==> src/rtl/brd_irq_pkg.sv <==
package brd_irq_pkg;

    localparam int REG_W = 32;
    localparam int IDX_W = 4;
    localparam int NUM_IDX = 1 << IDX_W;
    localparam int BE_W = REG_W / 8;

    typedef enum logic [IDX_W-1:0] {
        IX_REV    = 4'd0,
        IX_DEVRST = 4'd1,
        IX_VSYNC  = 4'd2,
        IX_ROUTE0 = 4'd3,
        IX_ROUTE1 = 4'd4,
        IX_ROUTE2 = 4'd5,
        IX_HOLE   = 4'd6,
        IX_ENABLE = 4'd7,
        IX_CAUSE  = 4'd8,
        IX_STATUS = 4'd9,
        IX_SIZE   = 4'd10,
        IX_DISP   = 4'd11,
        IX_UNLOCK = 4'd12,
        IX_WDOG   = 4'd13,
        IX_TRACK  = 4'd14,
        IX_SPARE  = 4'd15
    } reg_ix_e;

    // source bit positions in status / cause
    localparam int SRC_IOC = 0;
    localparam int SRC_VBL = 1;
    localparam int SRC_GFX = 2;
    localparam int SRC_SPA = 3;
    localparam int SRC_SPB = 4;

    // which register numbers hold plain written storage
    localparam logic [NUM_IDX-1:0] STORE_MASK = 16'h6CBE;

    typedef enum logic {
        LINE_QUIET  = 1'b0,
        LINE_RAISED = 1'b1
    } line_state_e;

    function automatic logic [REG_W-1:0] be_to_mask(input logic [BE_W-1:0] be);
        logic [REG_W-1:0] m;
        for (int k = 0; k < BE_W; k++) begin
            m[k*8 +: 8] = {8{be[k]}};
        end
        return m;
    endfunction

endpackage

==> src/rtl/brd_ctl_regs.sv <==
module brd_ctl_regs
    import brd_irq_pkg::*;
#(
    parameter int NUM_LINES = 3
) (
    input  logic                 clk,
    input  logic                 rst,
    input  logic                 wr_stb,
    input  logic [IDX_W-1:0]     wr_ix,
    input  logic [REG_W-1:0]     wr_data,
    input  logic [BE_W-1:0]      wr_be,
    input  logic [IDX_W-1:0]     rd_ix,
    input  logic [REG_W-1:0]     status_i,
    input  logic [REG_W-1:0]     cause_i,
    output logic [REG_W-1:0]     rd_data,
    output logic [REG_W-1:0]     enable_o,
    output logic [REG_W-1:0]     route_o [NUM_LINES],
    output logic [REG_W-1:0]     devrst_o,
    output logic [REG_W-1:0]     vsync_o,
    output logic                 unlocked_o,
    output logic                 en_wr_o,
    output logic [REG_W-1:0]     en_val_o,
    output logic                 vclr_o
);

    localparam int ROUTE_BASE = int'(IX_ROUTE0);

    logic [REG_W-1:0] store_q [NUM_IDX];
    logic             unlocked_q;
    logic [REG_W-1:0] byte_mask;
    logic [REG_W-1:0] merged;

    assign byte_mask = be_to_mask(wr_be);
    assign merged    = (store_q[wr_ix] & ~byte_mask) | (wr_data & byte_mask);

    always_ff @(posedge clk) begin
        if (rst) begin
            for (int i = 0; i < NUM_IDX; i++) begin
                store_q[i] <= '0;
            end
            unlocked_q <= 1'b0;
        end else if (wr_stb) begin
            if (STORE_MASK[wr_ix]) begin
                store_q[wr_ix] <= merged;
            end
            if (reg_ix_e'(wr_ix) == IX_UNLOCK) begin
                unlocked_q <= 1'b1;
            end
        end
    end

    // side-band strobes towards the interrupt core
    assign en_wr_o  = wr_stb && (reg_ix_e'(wr_ix) == IX_ENABLE);
    assign en_val_o = merged;
    assign vclr_o   = wr_stb && (reg_ix_e'(wr_ix) == IX_VSYNC)
                      && store_q[IX_VSYNC][0] && !merged[0];

    assign enable_o   = store_q[IX_ENABLE];
    assign devrst_o   = store_q[IX_DEVRST];
    assign vsync_o    = store_q[IX_VSYNC];
    assign unlocked_o = unlocked_q;

    for (genvar n = 0; n < NUM_LINES; n++) begin : g_route
        assign route_o[n] = store_q[ROUTE_BASE + n];
    end

    always_comb begin
        unique case (reg_ix_e'(rd_ix))
            IX_REV:    rd_data = 32'h0000_0001;
            IX_CAUSE:  rd_data = cause_i;
            IX_STATUS: rd_data = status_i;
            IX_UNLOCK: rd_data = {{(REG_W-1){1'b0}}, unlocked_q};
            IX_HOLE:   rd_data = '0;
            IX_SPARE:  rd_data = '0;
            default:   rd_data = store_q[rd_ix];
        endcase
    end

endmodule

==> src/rtl/brd_irq_core.sv <==
module brd_irq_core
    import brd_irq_pkg::*;
#(
    parameter int NUM_SRC = 5
) (
    input  logic                 clk,
    input  logic                 rst,
    input  logic [NUM_SRC-1:0]   src_i,
    input  logic                 vclr_i,
    input  logic                 en_wr_i,
    input  logic [REG_W-1:0]     en_val_i,
    input  logic [REG_W-1:0]     enable_i,
    input  logic [REG_W-1:0]     route_any_i,
    output logic [REG_W-1:0]     status_o,
    output logic [REG_W-1:0]     cause_o
);

    logic [NUM_SRC-1:0] src_q;
    logic [REG_W-1:0]   rise_w;
    logic [REG_W-1:0]   fall_w;
    logic [REG_W-1:0]   vclr_w;
    logic [REG_W-1:0]   keep_w;
    logic [REG_W-1:0]   status_q, status_n;
    logic [REG_W-1:0]   cause_q, cause_n;

    for (genvar i = 0; i < REG_W; i++) begin : g_edge
        if (i < NUM_SRC) begin : g_src
            assign rise_w[i] = src_i[i] & ~src_q[i];
            assign fall_w[i] = ~src_i[i] & src_q[i];
        end else begin : g_none
            assign rise_w[i] = 1'b0;
            assign fall_w[i] = 1'b0;
        end
    end

    always_comb begin
        vclr_w = '0;
        vclr_w[SRC_VBL] = vclr_i;
        keep_w = ~fall_w & ~vclr_w & (en_wr_i ? en_val_i : '1);
        status_n = (status_q | rise_w) & ~fall_w & ~vclr_w;
        cause_n  = (cause_q | (enable_i & route_any_i & status_q)) & keep_w;
    end

    always_ff @(posedge clk) begin
        if (rst) begin
            src_q    <= '0;
            status_q <= '0;
            cause_q  <= '0;
        end else begin
            src_q    <= src_i;
            status_q <= status_n;
            cause_q  <= cause_n;
        end
    end

    assign status_o = status_q;
    assign cause_o  = cause_q;

endmodule

==> src/rtl/brd_line_fsm.sv <==
module brd_line_fsm
    import brd_irq_pkg::*;
(
    input  logic clk,
    input  logic rst,
    input  logic pend_i,
    input  logic held_i,
    output logic irq_o
);

    line_state_e state_q, state_n;

    always_comb begin
        state_n = state_q;
        unique case (state_q)
            LINE_QUIET:  if (pend_i)  state_n = LINE_RAISED;  // T_RAISE
            LINE_RAISED: if (!held_i) state_n = LINE_QUIET;   // T_DROP
            default:     state_n = LINE_QUIET;
        endcase
    end

    always_ff @(posedge clk) begin
        if (rst) state_q <= LINE_QUIET;
        else     state_q <= state_n;
    end

    always_comb begin
        irq_o = (state_q == LINE_RAISED);
    end

endmodule

==> src/rtl/brd_irq_hub.sv <==
module brd_irq_hub
    import brd_irq_pkg::*;
#(
    parameter int OFF_W     = 21,
    parameter int IDX_LSB   = 17,
    parameter int NUM_SRC   = 5,
    parameter int NUM_LINES = 3
) (
    input  logic                  clk,
    input  logic                  rst,
    input  logic                  bus_wr,
    input  logic [OFF_W-1:0]      bus_off,
    input  logic [REG_W-1:0]      bus_wdata,
    input  logic [BE_W-1:0]       bus_be,
    output logic [REG_W-1:0]      bus_rdata,
    input  logic [NUM_SRC-1:0]    src_irq,
    output logic [NUM_LINES-1:0]  cpu_irq,
    output logic [2:0]            dev_rst,
    output logic                  vsync_pol,
    output logic                  cmos_wr_ok
);

    logic [IDX_W-1:0] reg_ix;
    logic [REG_W-1:0] enable_w, devrst_w, vsync_w, en_val_w;
    logic [REG_W-1:0] route_w [NUM_LINES];
    logic [REG_W-1:0] route_any_w;
    logic [REG_W-1:0] status_q, cause_q;
    logic             en_wr_w, vclr_w;
    logic [NUM_LINES-1:0] pend_w, held_w;

    assign reg_ix = bus_off[IDX_LSB +: IDX_W];

    brd_ctl_regs #(.NUM_LINES(NUM_LINES)) u_regs (
        .clk        (clk),
        .rst        (rst),
        .wr_stb     (bus_wr),
        .wr_ix      (reg_ix),
        .wr_data    (bus_wdata),
        .wr_be      (bus_be),
        .rd_ix      (reg_ix),
        .status_i   (status_q),
        .cause_i    (cause_q),
        .rd_data    (bus_rdata),
        .enable_o   (enable_w),
        .route_o    (route_w),
        .devrst_o   (devrst_w),
        .vsync_o    (vsync_w),
        .unlocked_o (cmos_wr_ok),
        .en_wr_o    (en_wr_w),
        .en_val_o   (en_val_w),
        .vclr_o     (vclr_w)
    );

    always_comb begin
        route_any_w = '0;
        for (int n = 0; n < NUM_LINES; n++) begin
            route_any_w = route_any_w | route_w[n];
        end
    end

    brd_irq_core #(.NUM_SRC(NUM_SRC)) u_core (
        .clk         (clk),
        .rst         (rst),
        .src_i       (src_irq),
        .vclr_i      (vclr_w),
        .en_wr_i     (en_wr_w),
        .en_val_i    (en_val_w),
        .enable_i    (enable_w),
        .route_any_i (route_any_w),
        .status_o    (status_q),
        .cause_o     (cause_q)
    );

    for (genvar n = 0; n < NUM_LINES; n++) begin : g_line
        assign pend_w[n] = |(enable_w & route_w[n] & status_q);
        assign held_w[n] = |(enable_w & route_w[n] & cause_q);

        brd_line_fsm u_fsm (
            .clk    (clk),
            .rst    (rst),
            .pend_i (pend_w[n]),
            .held_i (held_w[n]),
            .irq_o  (cpu_irq[n])
        );
    end

    assign dev_rst   = {devrst_w[4], devrst_w[2], devrst_w[0]};
    assign vsync_pol = vsync_w[1];

endmodule

==> config.mk <==
export PLATFORM = sky130hd
export DESIGN_NAME = brd_irq_hub
export DESIGN_NICKNAME = d
export VERILOG_FILES = /design/src/rtl/brd_irq_pkg.sv /design/src/rtl/brd_ctl_regs.sv /design/src/rtl/brd_irq_core.sv /design/src/rtl/brd_line_fsm.sv /design/src/rtl/brd_irq_hub.sv
export SDC_FILE = /design/constraint.sdc
export NUM_CORES = 1
export LEC_CHECK = 0
export ABC_AREA = 1
export BUFFER_PORTS_ARGS = -buffer_cell sky130_fd_sc_hd__buf_2
export CAP_MARGIN = 0
export CORE_MARGIN = 2
export CORE_UTILIZATION = 52
export CTS_BUF_LIST = sky130_fd_sc_hd__clkbuf_16
export CTS_CLUSTER_SIZE = 25
export DETAILED_ROUTE_END_ITERATION = 8
export HOLD_SLACK_MARGIN = 0.1
export PLACE_DENSITY = 0.66
export SLEW_MARGIN = 0
export SYNTH_ARGS = -nofsm -noshare
export SYNTH_HDL_FRONTEND = slang
export SYNTH_SLANG_ARGS = --single-unit
==> constraint.sdc <==
create_clock -name clk -period 4.35 [get_ports clk]
set_input_delay 0.2175 -clock clk [delete_from_list [all_inputs] [get_ports clk]]
set_output_delay 0.2175 -clock clk [all_outputs]
set_load 0.02 [all_outputs]
== Word level (Yosys, flattened, before mapping) ==
Memories as Yosys holds them, arrays and structs flattened.
Cells that the tools add are included.

* Bits in registers: 73
* RAM bits: 512
* Bits in read-only memories: 16
* Bits of input ports: 65
* Output and inout port bits: 40
* Logic and storage cells: 102
* Memories kept: 2

* Magnitude comparators: 1
* Equal/unequal tests: 7
* Muxes and demuxes: 21
* Bitwise logic cells: 49
* Reductions and logical operators: 15

{| class="wikitable"
|+ Memories
! memory !! depth !! bits a word !! rd ports !! clocked after Yosys merged registers in !! wr ports !! line !! RTL
|-
| u_regs.store_q || 16 || 32 || 7 || 0 || 16 || brd_ctl_regs.sv:28 || <nowiki>logic [REG_W-1:0] store_q [NUM_IDX];</nowiki>
|-
| (name not given) || 16 || 1 || 1 || 0 || 0 || brd_ctl_regs.sv:43 || <nowiki>if (STORE_MASK[wr_ix]) begin</nowiki>
|}

{| class="wikitable"
|+ Operators with widths
! kind !! number
|-
| 32-bit bitwise AND || 18
|-
| 32-bit OR reduction || 7
|-
| 32-bit one-hot mux with 5 select lines || 1
|-
| 32-bit bitwise OR || 4
|-
| 32-bit 2-to-1 mux || 2
|-
| 2-bit NOT with 32-bit output || 1
|-
| 32-bit NOT || 1
|-
| 5-bit NOT with 32-bit output || 1
|-
| 32-bit by 5-bit bitwise OR with 32-bit output || 1
|-
| 4-bit == test (second input constant) || 4
|-
| 1-bit 2-to-1 mux || 14
|-
| 1-bit NOT || 13
|-
| 1-bit bitwise AND || 10
|-
| 4-bit by 3-bit == test with 1-bit output (second input constant) || 2
|-
| 1-bit one-hot mux with 2 select lines || 3
|-
| 4-bit by 5-bit less-than comparator with 1-bit output (second input constant) || 1
|-
| 4-bit by 2-bit == test with 1-bit output (second input constant) || 1
|-
| 1-bit logical AND || 4
|-
| 4-bit logical NOT || 1
|-
| 4-bit 2-to-1 mux || 1
|-
| 2-bit AND reduction || 1
|-
| 2-bit OR reduction || 1
|-
| 1-bit logical NOT || 1
|}

== Logic depth before layout (Yosys ltp) ==
Gate-level depths: netlist (run 1).

* Depth in word-level cells: 9
* Depth in mapped cells: 15
* Gate-level depth less buffers: 10

== By module ==
From an unflattened synthesis (run 1), not the netlist that was laid out.

* Cell total of the unflattened synthesis: 4597
* Area, all modules: 33463.3 um^2

{| class="wikitable"
|+ By module, submodules not included
! module !! times used !! cells an instance !! area an instance (um^2) !! sequential area each (um^2)
|-
| brd_ctl_regs || 1 || 3969 || 29868.6 || 15394.8
|-
| brd_irq_hub || 1 || 407 || 1848.0 || 0.0
|-
| brd_irq_core || 1 || 200 || 1611.5 || 840.8
|-
| brd_line_fsm || 3 || 7 || 45.0 || 20.0
|}

== Least setup slack after synthesis (run 1) ==
Ideal clock, no wire load.

* Path kind: input to register
* From: input bus_off[17]
* To: memory u_regs.store_q[11][0], enable pin
* Setup time: 0.389 ns
* Arrival: 2.607 ns
* Data required time: 3.961 ns
* Setup slack: 1.353 ns
* Stages on the path: 14
* Buffers on the path: 5
* Cell sequence: buf_4 > inv_4 > buf_6 > buf_6 > buf_6 > ha_1 > inv_1 > nor3_1 > nor3_1 > nand2_1 > nor2_1 > nand2_1 > buf_2 > nand2_1

{| class="wikitable"
|+ RTL lines
! element !! line !! RTL
|-
| from (decl) || brd_irq_hub.sv:12 || <nowiki>input logic [OFF_W-1:0] bus_off,</nowiki>
|-
| to (decl) || brd_ctl_regs.sv:28 ||
|}

== Worst setup path in the final report (run 1) ==
* From: input bus_off[18]
* To: output bus_rdata[14]

* Cells in the longest elaborated chain, start to end: 3
* Elaborated cells on any way between the ends: 9
* Classes of those cells: eq/ne: 5; mux: 1; reduce/logical: 2; memory: 1

{| class="wikitable"
|+ RTL lines
! element !! line !! RTL
|-
| parallel branches: the longest is 2 deep, another holds memory read 16 x 32 bit || - ||
|-
| 32-bit one-hot mux with 5 select lines (*) || brd_ctl_regs.sv:68 || <nowiki>unique case (reg_ix_e'(rd_ix))</nowiki>
|-
| to (decl) || brd_irq_hub.sv:15 || <nowiki>output logic [REG_W-1:0] bus_rdata,</nowiki>
|}

Mark *: on every way between the ends.

==> impl_metrics.py, run 1 <==
metrics = {
    "layout": {
        "area_delta_synth_final_pct": 10.9,
        "post-route-util_pct": 58.4,
        "fillCellCount": 4394,
        "postLayoutCellArea_mm2": 0.0292,
        "num_antenna_cells": 0,
        "finalNonFillerCells": 3664,
        "drive_gt1_share_pct": 9.79,
        "finish.net_count": 3013,
    },
    "floorplan": {
        "io_pins": 105,
        "rows": 82,
        "dieArea_mm2": 0.0525,
        "die_x_um": 229,
        "die_y_um": 229,
        "initial_core_util_pct": 52.7,
        "core_area_mm2": 0.0501,
    },
    "global_routing": {
        "grt_pass1_vias": 19800,
        "grtUsageTotal_pct": 30.8,
        "grt.overflow.total": 0,
        "grt_max_degree": 157,
        "antenna_found_initial": 2,
        "grt_pass1_wl_mm": 121,
    },
    "clock_tree": {
        "clock-root-buffer": "clkbuf_16",
        "clk_pin_slew_ps": 60,
        "post_cts_buffers": 0,
        "htree_levels": 2,
        "cts_hold_buf": 13,
        "cts_tree": "built",
        "cts_resized": 0,
        "cts_made_buffers": 57,
        "cts_buffer_depth": 3,
        "cts_num_sinks": 558,
        "clk-insertion-delay-late_ps": 630,
    },
    "logic_synthesis": {
        "syn_avg_cell_area_um2": 9.20,
        "ys_warn_count": 0,
        "synth_top_area_cell": "edfxtp_1",
        "synth_ff_type": "edfxtp_1",
        "async_reset_ff_share_pct": 0,
        "synth_edf_count": 512,
        "syn_inst": 2866,
        "synth_seq_cells": 558,
        "synth.distinct_cells": 40,
        "netlist_top_cells_area": "edfxtp_1 58%, nor2_1 12%, nand2_1 7.3%",
        "synth_area_mm2": 0.0264,
        "yosys.area.top_type_share_pct": 58.3,
        "synth_seq_area_share_pct": 61.8,
    },
    "drt": {
        "drc": 0,
        "drt_pass1_iterations": 6,
        "postRouteAntennaNets": 0,
        "routed_wl_mm": 81.9,
        "wl_per_cell_um": 22.3,
        "drt_iter0_drc": 2406,
        "vias": 21100,
        "via_per_inst": 5.75,
    },
    "worst_hold_path": {
        "holdPathEnd": "u_regs.store_q[0][4]",
        "min_path_cells": 1,
        "holdCritStartpoint": "rst",
        "holdCritPathClass": "in2reg",
    },
    "timing": {
        "setup_tns_ps": 0,
        "fmax_ghz": 0.321,
        "maxSlewHeadroom_pct": 34.3,
        "finalCritPeriodShare_pct": 71.7,
        "finalClockSkew_ps": 22.1,
        "finalHoldViolations": 0,
        "worstMarginPinSlew_ps": 985,
        "drv_slew": 0,
        "layout_setup_ws_ps": 1230,
        "hold_slack_ps": 156,
        "finalSetupViolations": 0,
        "rsz0062_at_grt": "false",
        "period_needed_ps": 3120,
    },
    "worst_setup_path": {
        "ff2ff_setup_slack_ps": 2020,
        "crit_fanout": 38,
        "r2r-end": "u_regs.store_q[3][11]",
        "crit_path_end_kind": "primary output",
        "required_ps": 4130,
        "reg2reg_from": "u_regs.store_q[8][11]",
        "r2r_cells": 7,
        "cp.arrival_ps": 2900,
        "crit_type": "in2out",
        "crit_start": "bus_off[18]",
        "startpoint_type": "primary input",
    },
    "power": {
        "finalPower_mw": 11.9,
        "max-vdd-ir-drop_v": 0.000312,
        "p_per_area_mw_per_mm2": 407,
        "leakage_nw": 11.9,
    },
    "placed_design": {
        "dp_slack_ps": 1230,
        "placed_cells": 3543,
        "dpl_cell_area_mm2": 0.0274,
        "port_buffers": 87,
        "gp_congestion": 0.932,
        "hpwl_mm": 48.9,
    },
    "status": {
        "outcome": "finished clean",
    },
    "job": {
        "drv_cap": 0,
    },
}
cell type report:
cell class,count,area (um2),area share (%)
timing repair buffer,149,1060,3.63
tap,672,841,2.88
clock inverter,49,204,0.698
clock buffer,59,1480,5.05
sequential,558,16300,55.7
multi-input combinational,2063,8920,30.5
inverter,114,435,1.49
how the worst max path moves through the flow:
stage,endpoint,slack [ps]
global placement,u_regs.store_q[12][10],1310
floorplan,u_regs.store_q[11][0],1350
finish,bus_rdata[14],1230
CTS,bus_rdata[22],1370
global route,bus_rdata[22],1230
detailed placement,u_regs.store_q[10][10],1230
layer usage:
metal | vias to the layer above | share of wire (%) | track usage (%)
met3 | 216 | 11 | 6.95
met1 | 10100 | 39 | 41.5
met5 | - | 0.034 | 0
met2 | 1168 | 45 | 48.0
met4 | 4 | 4.6 | 13.8
li1 | 9582 | - | -
where the power goes:
group | leakage, nW | internal [mW] | switching (mW) | total [mW]
logic | 5.36 | 0.315 | 0.950 | 1.26
registers | 5.61 | 6.08 | 0.0876 | 6.17
clock network | 0.901 | 2.43 | 2.04 | 4.47
synthesized netlist by cell type (2+ instances only):
| cell type | number |
|---|---|
| nand2_1 | 513 |
| a22o_1 | 9 |
| nand2_2 | 19 |
| buf_6 | 9 |
| nor2_2 | 2 |
| buf_4 | 27 |
| edfxtp_1 | 512 |
| buf_1 | 11 |
| o211ai_1 | 24 |
| clkbuf_1 | 64 |
| or2_0 | 17 |
| a21oi_2 | 4 |
| a31oi_1 | 9 |
| inv_2 | 3 |
| nand3_1 | 146 |
| o31ai_1 | 2 |
| a21oi_1 | 56 |
| a21o_1 | 16 |
| inv_1 | 108 |
| nor4_1 | 5 |
| or2_2 | 47 |
| buf_2 | 83 |
| ha_1 | 5 |
| o21ai_0 | 201 |
| o22ai_1 | 10 |
| nor2_1 | 871 |
| nand4_1 | 13 |
| o21ai_1 | 10 |
| clkinv_1 | 2 |
| nor3_1 | 13 |
| dfxtp_1 | 46 |
logic make-up (layout without fill, tap and decap cells):
| kind of cell | count (synthesis) | in the layout | share of synthesized area (%) |
|---|---|---|---|
| AND/OR/NAND/NOR | 1649 | 1649 | 25.3 |
| flip-flops | 558 | 558 | 61.8 |
| other | 1 | 64 | 0.0142 |
| adder cells (fa/ha/maj) | 5 | 5 | 0.237 |
| buffers and inverters | 308 | 371 | 5.43 |
| AO/OA/AOI/OAI | 345 | 345 | 7.27 |
cell usage in the layout (no fill, tap or decap), types with 46 or more instances in the layout:
cell type    n
a21oi_1     56
buf_2       84
clkbuf_16   59
conb_1      64
dfxtp_1     46
edfxtp_1   512
inv_1      130
nand2_1    503
nand3_1    146
nor2_1     869
o21ai_0    201
or2_2       47
sequential cells by signal (all words and copies together) (netlist names):
| register | count |
|---|---|
| u_regs.store_q | 512 |
| u_core.cause_o | 32 |
| u_core.src_q | 5 |
| u_core.status_o | 5 |
| g_line.u_fsm.irq_o | 3 |
| u_regs.unlocked_o | 1 |
critical path, cell delays in order:
cell	delay, ps
buf_4	140
inv_4	380
ha_1	240
inv_1	60
nor2_1	250
inv_1	250
nand3b_1	160
nor2_2	50
inv_1	530
o21ai_0	350
buf_2	250
No activity file was read; power rests on OpenSTA's default activity.
==> run 2, diff against run 1 <==
--- a/config.mk
+++ b/config.mk
@@ -14,7 +14,7 @@
 export CTS_CLUSTER_SIZE = 25
 export DETAILED_ROUTE_END_ITERATION = 8
 export HOLD_SLACK_MARGIN = 0.1
-export PLACE_DENSITY = 0.66
+export PLACE_DENSITY = 0.69
 export SLEW_MARGIN = 0
 export SYNTH_ARGS = -nofsm -noshare
 export SYNTH_HDL_FRONTEND = slang
==> constraint.sdc (replaced) <==
create_clock -name clk -period 2.86 [get_ports clk]
set_input_delay 0.143 -clock clk [delete_from_list [all_inputs] [get_ports clk]]
set_output_delay 0.143 -clock clk [all_outputs]
set_load 0.02 [all_outputs]
==> impl_metrics.py, run 2 (synthesized netlist as in run 1, its figures left out) <==
metrics = {
    "power": {
        "p_per_area_mw_per_mm2": 618,
        "max-vdd-ir-drop_v": 0.000473,
        "clockPowerShare_pct": 37.9,
        "share_comb_of_total_power_pct": 10.7,
        "p_seq_share_pct": 51.3,
        "leakage_nw": 12.0,
        "p_sw_share_pct": 25.4,
        "intPower_mw": 13.6,
        "p_switching_mw": 4.64,
    },
    "worst_setup_path": {
        "path_common_cell": "nand2_1",
        "crit_path_end_kind": "primary output",
        "cp_top_family": "simple AND/OR/NAND/NOR gates",
        "crit_fanout": 7,
        "cp.arrival_ps": 2370,
        "max_stage_delay_ps": 490,
        "ff2ff_setup_slack_ps": 760,
        "cp_cell_sequence": "inv_1 > nand2_1 > o211ai_1 > nand2_1 > nand2_1 > nand2_1 > nor2_1 > o211ai_1 > buf_2",
        "crit_type": "reg2out",
        "cp_num_buf_inv": 2,
        "crit_path_top_delay_cell": "edfxtp_1",
        "required_ps": 2720,
        "startpoint_type": "flop",
    },
    "clock_tree": {
        "cts_resized": 0,
        "clk_pin_slew_ps": 60,
        "htree_levels": 2,
        "cts_made_buffers": 54,
        "clk-insertion-delay-late_ps": 620,
        "cts_num_sinks": 558,
        "post_cts_buffers": 0,
        "cts_tree": "built",
        "clock-root-buffer": "clkbuf_16",
        "cts_buffer_depth": 3,
    },
    "layout": {
        "area_delta_synth_final_pct": 12.1,
        "postLayoutCellArea_mm2": 0.0296,
        "largest_register_ffs": 512,
        "layout_commonest_cell": "nor2_1",
        "fillCellCount": 4288,
        "regMostFlops": "u_regs.store_q",
        "drive_gt1_share_pct": 11.0,
        "num_antenna_cells": 0,
        "finish.net_count": 3046,
        "final_cell_mix": "869 x nor2_1, 512 x edfxtp_1, 503 x nand2_1",
    },
    "timing": {
        "finalClockSkew_ps": 21.2,
        "maxSlewHeadroom_pct": 26.7,
        "finalSetupViolations": 0,
        "finalHoldViolations": 0,
        "setup_tns_ps": 0,
        "period_needed_ps": 2510,
        "rsz0062_at_grt": "false",
        "fmax_ghz": 0.398,
        "worstMarginPinSlew_ps": 1100,
        "drv_slew": 0,
        "finalCritPeriodShare_pct": 87.9,
    },
    "drt": {
        "routed-wl-met2_mm": 35.7,
        "drt_pass1_iterations": 6,
        "met3_length_mm": 9.20,
        "top_layer_used": "met5",
        "via_per_inst": 5.66,
        "routed_wl_mm": 79.1,
        "postRouteAntennaNets": 0,
        "m1WireLength_mm": 30.9,
        "vias": 20900,
        "wl_per_cell_um": 21.4,
        "drt_iter0_drc": 3007,
        "drc": 0,
    },
    "global_routing": {
        "grt_max_degree": 113,
        "grt_pass1_wl_mm": 118,
        "antenna_found_initial": 3,
        "grtUsageTotal_pct": 29.9,
        "grt_pass1_vias": 19600,
        "grt.overflow.total": 0,
    },
    "floorplan": {
        "io_pins": 105,
        "rows": 82,
        "initial_core_util_pct": 52.7,
        "die_x_um": 229,
        "dieArea_mm2": 0.0525,
        "core_area_mm2": 0.0501,
        "die_y_um": 229,
    },
    "placed_design": {
        "gp_congestion": 1.02,
        "hpwl_mm": 49.1,
        "dpl_cell_area_mm2": 0.0277,
        "port_buffers": 87,
    },
    "worst_hold_path": {
        "holdCritPathClass": "in2reg",
    },
    "job": {
        "drv_cap": 0,
    },
    "status": {
        "outcome": "finished clean",
    },
}
==> run 2: layout make-up <==
type / instances / area, um2 / share of cell area [%]
clock buffer: 54 / 1350 / 4.57
clock inverter: 46 / 337 / 1.14
inverter: 114 / 435 / 1.47
multi-input combinational: 2063 / 8920 / 30.2
sequential: 558 / 16300 / 55.1
tap: 672 / 841 / 2.84
timing repair buffer: 185 / 1390 / 4.69
==> run 2: final timing paths <==
kind,startpoint,to,cells after the start
hold / removal,bus_wdata[7],u_core.cause_o[7],5
setup reg to reg,u_regs.store_q[7][0],u_regs.store_q[10][0],9
setup / recovery,u_regs.store_q[7][2],bus_rdata[2],9
hold reg to reg,u_core.cause_o[17],u_core.cause_o[17],2
==> run 2: what timing repair did <==
action                                  4_1_cts  5_1_grt
endpoints found under the hold margin        39        0
hold buffers                                 15        0
endpoints found under the setup margin        0        0
==> run 2: worst min-delay path: stages <==
cell	delay [ps]
buf_2	70
or2_2	90
nand2_1	40
buf_4	200
a21oi_1	130
==> run 2: per-layer routing <==
metal / global-route usage, % / vias up
li1: - / 9653
met1: 41.1 / 9867
met2: 46.3 / 1199
met3: 6.23 / 175
met4: 12.5 / 4
met5: 0 / -
==> run 2: power by group through the flow <==
stage | combinational (mW) | clock, mW | sequential [mW]
2_1_floorplan | 1.24 | 0 | 9.51
3_3_place_gp | 1.87 | 0 | 9.53
3_5_place_dp | 1.90 | 0 | 9.55
4_1_cts | 1.92 | 6.94 | 9.38
5_1_grt | 2.12 | 7.27 | 9.41
6_report | 1.96 | 6.94 | 9.38
==> run 2: per-stage QoR <==
step | hold slack [ps] | util (%) | worst slack (ps) | power [mW] | instances
finish | 118 | 59.1 | 347 | 18.3 | 3692
global route | 153 | 59.1 | 288 | 18.8 | 3692
CTS | 105 | 59.1 | 413 | 18.2 | 3692
detailed placement | 393 | 55.4 | 341 | 11.4 | 3577
global placement | 384 | 55.4 | 368 | 11.4 | 3577
floorplan | 276 | - | 3.07 | 10.8 | 2929
